[src/rtl/crx_pkg.sv]
package crx_pkg;
    localparam int WORD_W    = 10;
    localparam int COMMA_LEN = 7;
    // bit i is the i-th received bit of the comma prefix (0,0,1,1,1,1,1)
    localparam logic [COMMA_LEN-1:0] COMMA_PAT = 7'b1111100;

    typedef enum logic {
        ALIGN_IDLE,
        ALIGN_PEND
    } align_state_e;
endpackage

[src/rtl/crx_lane_mux.sv]
module crx_lane_mux (
    input  logic lane_a_in,
    input  logic lane_b_in,
    input  logic lane_b_sel,
    input  logic loop_en,
    input  logic tx_ser_in,
    output logic rx_bit,
    output logic tx_ser_out
);
    always_comb begin
        if (loop_en)
            rx_bit = tx_ser_in;
        else if (lane_b_sel)
            rx_bit = lane_b_in;
        else
            rx_bit = lane_a_in;
    end

    assign tx_ser_out = loop_en | tx_ser_in;
endmodule

[src/rtl/crx_comma_detect.sv]
module crx_comma_detect #(
    parameter int                   PAT_LEN = crx_pkg::COMMA_LEN,
    parameter logic [PAT_LEN-1:0]   PAT     = crx_pkg::COMMA_PAT
) (
    input  logic [PAT_LEN-1:0] window,   // window[0] is the oldest bit
    output logic               hit
);
    logic [PAT_LEN-1:0] bit_eq;

    for (genvar i = 0; i < PAT_LEN; i++) begin : g_cmp
        assign bit_eq[i] = (window[i] == PAT[i]);
    end

    assign hit = &bit_eq;
endmodule

[src/rtl/crx_word_framer.sv]
module crx_word_framer
    import crx_pkg::*;
#(
    parameter int W       = crx_pkg::WORD_W,
    parameter int PAT_LEN = crx_pkg::COMMA_LEN
) (
    input  logic         clk,
    input  logic         rst,
    input  logic         rx_bit,
    input  logic         align_en,
    output logic [W-1:0] word_q,
    output logic         vld_q,
    output logic         sync_q
);
    localparam int CNT_W = $clog2(W);
    localparam logic [CNT_W-1:0] CNT_LAST   = CNT_W'(W - 1);
    localparam logic [CNT_W-1:0] CNT_REALGN = CNT_W'(PAT_LEN);

    logic [W-1:0]     sr_q, sr_nxt;
    logic [CNT_W-1:0] cnt_q, cnt_d;
    align_state_e     state_q, state_d;
    logic             comma_hit, realign, word_done;

    assign sr_nxt = {rx_bit, sr_q[W-1:1]};

    crx_comma_detect #(.PAT_LEN(PAT_LEN), .PAT(COMMA_PAT)) u_det (
        .window (sr_nxt[W-1 -: PAT_LEN]),
        .hit    (comma_hit)
    );

    assign realign   = comma_hit & align_en;
    assign word_done = !realign && (cnt_q == CNT_LAST);

    always_comb begin
        if (realign)
            cnt_d = CNT_REALGN;
        else if (word_done)
            cnt_d = '0;
        else
            cnt_d = cnt_q + 1'b1;
    end

    always_comb begin
        state_d = state_q;
        unique case (state_q)
            ALIGN_IDLE: if (realign) state_d = ALIGN_PEND;
            ALIGN_PEND: begin
                if (realign)
                    state_d = ALIGN_PEND;
                else if (word_done || !align_en)
                    state_d = ALIGN_IDLE;
            end
            default: state_d = ALIGN_IDLE;
        endcase
    end

    // state and datapath registers
    always_ff @(posedge clk) begin
        if (rst) begin
            state_q <= ALIGN_IDLE;
            sr_q    <= '0;
            cnt_q   <= '0;
        end else begin
            state_q <= state_d;
            sr_q    <= sr_nxt;
            cnt_q   <= cnt_d;
        end
    end

    // registered outputs
    always_ff @(posedge clk) begin
        if (rst) begin
            word_q <= '0;
            vld_q  <= 1'b0;
            sync_q <= 1'b0;
        end else begin
            vld_q  <= word_done;
            sync_q <= word_done && (state_q == ALIGN_PEND) && align_en;
            if (word_done)
                word_q <= sr_nxt;
        end
    end


    valid_gap_chk: assert property (@(posedge clk) disable iff (rst)
        vld_q |=> !vld_q);

    cnt_range_chk: assert property (@(posedge clk) disable iff (rst)
        cnt_q <= CNT_LAST);

    realign_drop_chk: assert property (@(posedge clk) disable iff (rst)
        realign |=> !vld_q);

    sync_with_word_chk: assert property (@(posedge clk) disable iff (rst)
        sync_q |-> vld_q);

    sync_enable_chk: assert property (@(posedge clk) disable iff (rst)
        sync_q |-> $past(align_en));
endmodule

[src/rtl/comma_rx_frontend.sv]
module comma_rx_frontend
    import crx_pkg::*;
#(
    parameter int W       = crx_pkg::WORD_W,
    parameter int PAT_LEN = crx_pkg::COMMA_LEN
) (
    input  logic         clk,
    input  logic         rst,
    input  logic         lane_a_in,
    input  logic         lane_b_in,
    input  logic         lane_b_sel,
    input  logic         loop_en,
    input  logic         align_en,
    input  logic         tx_ser_in,
    output logic         tx_ser_out,
    output logic [W-1:0] rx_word,
    output logic         rx_word_vld,
    output logic         byte_sync
);
    logic rx_bit;

    crx_lane_mux u_mux (
        .lane_a_in  (lane_a_in),
        .lane_b_in  (lane_b_in),
        .lane_b_sel (lane_b_sel),
        .loop_en    (loop_en),
        .tx_ser_in  (tx_ser_in),
        .rx_bit     (rx_bit),
        .tx_ser_out (tx_ser_out)
    );

    crx_word_framer #(.W(W), .PAT_LEN(PAT_LEN)) u_frm (
        .clk      (clk),
        .rst      (rst),
        .rx_bit   (rx_bit),
        .align_en (align_en),
        .word_q   (rx_word),
        .vld_q    (rx_word_vld),
        .sync_q   (byte_sync)
    );


    loop_tx_high_chk: assert property (@(posedge clk) disable iff (rst)
        loop_en |-> tx_ser_out);
endmodule

[config.mk]
export PLATFORM = sky130hd
export DESIGN_NAME = comma_rx_frontend
export DESIGN_NICKNAME = d
export VERILOG_FILES = /design/src/rtl/crx_pkg.sv /design/src/rtl/crx_lane_mux.sv /design/src/rtl/crx_comma_detect.sv /design/src/rtl/crx_word_framer.sv /design/src/rtl/comma_rx_frontend.sv
export SDC_FILE = /design/constraint.sdc
export NUM_CORES = 1
export LEC_CHECK = 0
export CORE_UTILIZATION = 50
export DETAILED_ROUTE_END_ITERATION = 6
export PLACE_DENSITY = 0.78
export SLEW_MARGIN = 10
export SYNTH_ARGS = -nofsm -noshare
export SYNTH_HDL_FRONTEND = slang
export SYNTH_SLANG_ARGS = --single-unit
[constraint.sdc]
create_clock -name clk -period 2.8 [get_ports clk]
set_input_delay 0.28 -clock clk [delete_from_list [all_inputs] [get_ports clk]]
set_output_delay 0.28 -clock clk [all_outputs]
set_load 0.02 [all_outputs]
==> results of run 1 <==
-- kinds of logic after synthesis --
logic type / count (synthesis) / synth area share
fa+ha+maj: 2 / 0.0247
buf+inv: 5 / 0.0272
mux: 11 / 0.155
flops: 26 / 0.514
xor+xnor: 2 / 0.0173
compound gates: 6 / 0.0606
simple gates: 33 / 0.201
-- placed cells by master, fill, tap and decap left out --
master and n:
nor2_1 2, xnor2_1 2, and4b_1 1, mux2_2 1, clkdlybuf4s50_1 20, mux2i_1 1
o21ai_0 1, inv_1 1, nand3_2 1, nor2b_1 18, clkbuf_4 3, ha_1 2
o2111ai_4 1, nand2b_1 3, and3b_1 1, nor3_1 2, bufinv_16 1, or2_2 1
dfxtp_1 26, mux2_4 9, nand3_1 1, and3_2 1, nand2_1 2, a211oi_1 4
-- metrics by stage --
stage,power [uW],utilization,worst slack [ps]
floorplan,409,-,1300
global placement,427,0.677,594
detailed placement,428,0.677,566
CTS,681,0.706,884
global route,701,0.706,851
finish,679,0.706,897
-- registers in the layout, summed over array words and instances (netlist names) --
| register | count |
|---|---|
| u_frm.vld_q | 1 |
| u_frm.state_q | 1 |
| u_frm.sr_q | 9 |
| u_frm.cnt_q | 4 |
| u_frm.sync_q | 1 |
| u_frm.word_q | 10 |
-- power groups by stage --
| stage | Sequential, uW | Clock [uW] | Combinational [uW] |
|---|---|---|---|
| after global routing | 383 | 276 | 42.1 |
| final | 382 | 260 | 37.4 |
| after floorplan | 389 | 0 | 20.7 |
| after CTS | 382 | 261 | 38.2 |
| after global placement | 389 | 0 | 37.4 |
| after detailed placement | 390 | 0 | 37.9 |
-- worst paths after layout --
kind / endpoint / slack, ps / cells past startpoint
hold reg to reg: u_frm.word_q[0]$_SDFFE_PP0P_ / 480 / 2
setup reg to reg: u_frm.word_q[9]$_SDFFE_PP0P_ / 1200 / 4
setup / recovery: tx_ser_out / 900 / 3
hold / removal: u_frm.word_q[0]$_SDFFE_PP0P_ / 480 / 2
-- tightest hold or removal path: stages (launching register included) --
cell	delay, ps
dfxtp_1	330
nand2b_1	60
mux2i_1	60
-- routing by layer --
layer	vias up	GRT usage
met3	4	0.0462
met4	0	0.103
met5	-	0
met1	275	0.228
li1	326	-
met2	13	0.272
-- final cells by class --
type,count,share of cell area
clock buffer,3,0.0177
clock inverter,1,0.0236
inverter,1,0.00295
multi-input combinational,54,0.365
sequential,26,0.409
tap,25,0.0246
timing repair buffer,20,0.157
==> flow_summary.yaml, run 1 <==
outcome:
  status: "complete, no violations"
setup_path:
  critPathRequiredTime_ps: 2520
  cp_top_family: "buffers and inverters"
  cpMostUsedCell: "clkdlybuf4s50_1"
  start_kind: "primary input"
  arrival_ps: 1620
  crit_slowest_cell: "clkdlybuf4s50_1"
  end_kind: "output pin"
  path_class: "in2out"
  crit_fanout: 4
  path_buf_inv: 2
  crit_chain: "clkdlybuf4s50_1 > or2_2 > clkdlybuf4s50_1"
  r2r-start: "u_frm.sr_q[4]$_SDFF_PP0_"
  cp-startpoint: "loop_en"
  max_stage_delay_ps: 540
routing:
  vias: 618
  drc: 0
  wl_per_cell_um: 12.6
  viasPerCell: 4.75
  wl_mm: 1.64
  topRoutingLayerUsed: "met4"
  m1WireLength_um: 806
  route.met3.wl_um: 58
  drtIter0Drc: 4
  ant_nets: 0
  firstDrtPassIters: 3
  met2_wirelength_um: 749
power_and_ir_drop:
  clkPwrFrac: 0.383
  p_leak_uw: 0.000505
  switching_share: 0.201
  p_sw_uw: 137
  pwr-share-comb: 0.055
  internal-power_uw: 542
  ir_drop_mv: 0.437
  power_density_nw_per_um2: 533
  seqPwrFrac: 0.562
layout:
  nNetsFinal: 116
  ff_latch_area_um2: 520
  area_delta_synth_final_pct: 25.7
  drive_gt1_frac: 0.171
  stdcell_count: 130
  finalInstanceArea_um2: 1270
  n_fill_cell: 157
  n_antenna_cell: 0
  multi_input_area_um2: 464
synth:
  synth_top_area_cell: "dfxtp_1"
  synth_commonest_cells: "26 x dfxtp_1, 18 x nor2b_1, 9 x mux2_4, 4 x a211oi_1, 3 x nand2b_1"
  synth_edf_count: 0
  yosys.area.top_type_share: 0.514
  syn_nets: 95
  ys_seq_area_frac: 0.514
  synth.area.top_cells: "dfxtp_1 51%, mux2_4 13%, nor2b_1 11%"
  syn_inst: 85
  ys_ff_latch: 26
  ys.warnings.count: 0
  synth_most_common_cell: "dfxtp_1"
  synth-async-reset-ratio: 0
  synth-main-ff-cell: "dfxtp_1"
  avgSynthCellArea_um2: 11.9
  syn-cell-area_um2: 1010
  synth_cell_types: 24
clock_network:
  post_cts_resized: 0
  cts_max_level: 1
  insertion_delay_ps: 330
  cts_root_buffer: "clkbuf_4"
  hold_buffers: 0
  postCtsSetupRepairBufs: 0
  clk_pin_slew_ps: 150
  cts_tree: "done"
  clkSinkCount: 26
  clockBufferDepth: 2
  cts_made_buffers: 3
timing:
  worst_hold_slack_ps: 476
  fin_setup_tns_ps: 0
  finClkSkew_ps: 9.55
  rsz0062_at_grt: "false"
  fmax_mhz: 525
  worst_pin_slew_ps: 844
  finalHoldViolations: 0
  finalSetupViolCount: 0
  slew_violations: 0
  fin_crit_ps: 1900
  finalCritPeriodShare: 0.680
  slew_headroom: 0.435
hold_path:
  min_from: "u_frm.sr_q[1]$_SDFF_PP0_"
  hold_path.class: "reg2reg"
placement:
  place_congestion: 0.736
  place.port_buffers: 20
  placed_area_um2: 1220
  dp.cells: 126
  dp_hpwl_mm: 1.18
grt:
  grt_pass1_wl_mm: 2.63
  antenna_found_initial: 0
  grt_pass1_vias: 574
  grt_max_degree: 28
  grt_usage: 0.178
  overflow: 0
die:
  core_um2: 1800
  fp.dieArea_um2: 2210
  die_h_um: 47.0
  pin_count: 21
  die_w_um: 47.0
  rows: 15
  initial_core_util: 0.562
flow_run:
  timing.max_cap.violations: 0
(Power assumes the default switching activity.)
==> run 2: changes to the inputs <==
--- a/config.mk
+++ b/config.mk
@@ -5,9 +5,9 @@
 export SDC_FILE = /design/constraint.sdc
 export NUM_CORES = 1
 export LEC_CHECK = 0
-export CORE_UTILIZATION = 50
+export CORE_UTILIZATION = 44
 export DETAILED_ROUTE_END_ITERATION = 6
-export PLACE_DENSITY = 0.78
+export PLACE_DENSITY = 0.73
 export SLEW_MARGIN = 10
 export SYNTH_ARGS = -nofsm -noshare
 export SYNTH_HDL_FRONTEND = slang
==> constraint.sdc (replaced) <==
create_clock -name clk -period 1.57 [get_ports clk]
set_input_delay 0.157 -clock clk [delete_from_list [all_inputs] [get_ports clk]]
set_output_delay 0.157 -clock clk [all_outputs]
set_load 0.02 [all_outputs]
==> flow_summary.yaml, run 2 (synthesis results as in run 1) <==
clock_network:
  cts_root_buffer: "clkbuf_4"
  clkSinkCount: 26
  insertion_delay_ps: 320
  cts_made_buffers: 3
  clockBufferDepth: 2
  hold_buffers: 0
  cts_tree: "done"
  clk_pin_slew_ps: 140
  cts_max_level: 1
  postCtsSetupRepairBufs: 0
setup_path:
  critPathRequiredTime_ps: 1790
  end_kind: "flop"
  crit_slowest_cell: "clkdlybuf4s50_1"
  crit_chain: "clkdlybuf4s50_1 > mux2_4 > o2111ai_4 > nand3_2 > buf_12 > mux2_4"
  path_class: "in2reg"
  start_kind: "primary input"
  crit_fanout: 11
  cpMostUsedCell: "mux2_4"
  max_stage_delay_ps: 480
  arrival_ps: 1730
die:
  fp.dieArea_um2: 2500
  die_h_um: 50.0
  core_um2: 2190
  initial_core_util: 0.462
  pin_count: 21
  die_w_um: 50.0
  rows: 17
outcome:
  status: "complete, no violations"
routing:
  viasPerCell: 4.76
  drtIter0Drc: 3
  wl_mm: 1.73
  firstDrtPassIters: 3
  vias: 652
  ant_nets: 0
  drc: 0
  wl_per_cell_um: 12.7
timing:
  fin_ws_ps: 54.0
  slew_violations: 0
  slew_headroom: 0.844
  fin_crit_ps: 1520
  worst_hold_slack_ps: 472
  rsz0062_at_grt: "false"
  finalHoldViolations: 0
  worst_pin_slew_ps: 234
  fin_setup_tns_ps: 0
  fmax_mhz: 660
  finClkSkew_ps: 7.49
  finalCritPeriodShare: 0.966
  finalSetupViolCount: 0
power_and_ir_drop:
  seqPwrFrac: 0.562
  p_sw_uw: 239
  ir_drop_mv: 0.712
  pwr-share-comb: 0.063
  p_leak_uw: 0.000534
  power_density_nw_per_um2: 903
  total_power_uw: 1210
  internal-power_uw: 973
  switching_share: 0.197
  clkPwrFrac: 0.376
grt:
  met1_usage: 0.183
  overflow: 0
  grt_max_degree: 28
  use_met2: 0.268
  grt_usage: 0.163
  grt_use_met3: 0.0432
  antenna_found_initial: 0
  busiest_layer: "met2"
  grt_pass1_vias: 679
  grt_pass1_wl_mm: 2.99
placement:
  place_congestion: 0.678
  dp_hpwl_mm: 1.21
  pre_cts_slack_ps: -303
  place.port_buffers: 20
layout:
  largestRegisters: "u_frm.word_q: 10 flops, u_frm.sr_q: 9 flops, u_frm.cnt_q: 4 flops"
  largest_reg_flops: 10
  nNetsFinal: 120
  layout_commonest_cell: "dfxtp_1"
  drive_gt1_frac: 0.220
  layout.cells.most_common_list: "26 x dfxtp_1, 19 x clkdlybuf4s50_1, 17 x nor2b_1, 9 x mux2_4"
  n_fill_cell: 201
  top_register: "u_frm.word_q"
  multi_input_area_um2: 475
  area_delta_synth_final_pct: 32.5
  n_antenna_cell: 0
  ff_latch_area_um2: 520
flow_run:
  timing.max_cap.violations: 0
hold_path:
  hold_path.class: "reg2reg"
[run 2: area by class of cell]
cell class,instances,area share
Clock inverter,1,0.0224
Timing Repair Buffer,24,0.189
Tap cell,28,0.0261
Sequential cell,26,0.388
Multi-Input combinational cell,54,0.354
Clock buffer,3,0.0168
Inverter,1,0.00280
[run 2: worst paths after layout]
check | startpoint | depth (start not counted) | to | slack (ps)
hold / removal | u_frm.sr_q[1]$_SDFF_PP0_ | 2 | u_frm.word_q[0]$_SDFFE_PP0P_ | 470
setup reg to reg | u_frm.sr_q[4]$_SDFF_PP0_ | 5 | u_frm.word_q[9]$_SDFFE_PP0P_ | 100
setup / recovery | lane_b_sel | 6 | u_frm.word_q[6]$_SDFFE_PP0P_ | 50
hold reg to reg | u_frm.sr_q[1]$_SDFF_PP0_ | 2 | u_frm.word_q[0]$_SDFFE_PP0P_ | 470
[run 2: metal layers]
layer / vias up / routed length [um]
li1: 333 / -
met4: 0 / 25
met2: 13 / 849
met3: 2 / 57
met1: 304 / 802
met5: - / 0
[run 2: what timing repair did]
action,in CTS,in global routing
setup endpoints to repair,1,12
pin swaps,0,0
gates resized for setup,1,3
[run 2: power by group through the flow]
stage	registers (uW)	logic (uW)	clock network [uW]
after floorplan	693	37.0	0
after global placement	694	74.5	0
after detailed placement	695	76.2	0
after CTS	681	76.0	462
after global routing	683	83.6	492
final	681	75.7	455
[run 2: critical path: cells and delay by family]
| family | cells | cell delay, ps |
|---|---|---|
| buffers and inverters | 2 | 650 |
| multiplexers | 2 | 610 |
| AO/OA/AOI/OAI | 1 | 200 |
| AND/OR/NAND/NOR | 1 | 120 |
[run 2: stage by stage]
| stage | util | area (um2) | instances |
|---|---|---|---|
| after floorplan | - | 1010 | 85 |
| after global placement | 0.584 | 1280 | 133 |
| after detailed placement | 0.584 | 1280 | 133 |
| after CTS | 0.607 | 1330 | 137 |
| after global routing | 0.612 | 1340 | 137 |
| final | 0.612 | 1340 | 137 |
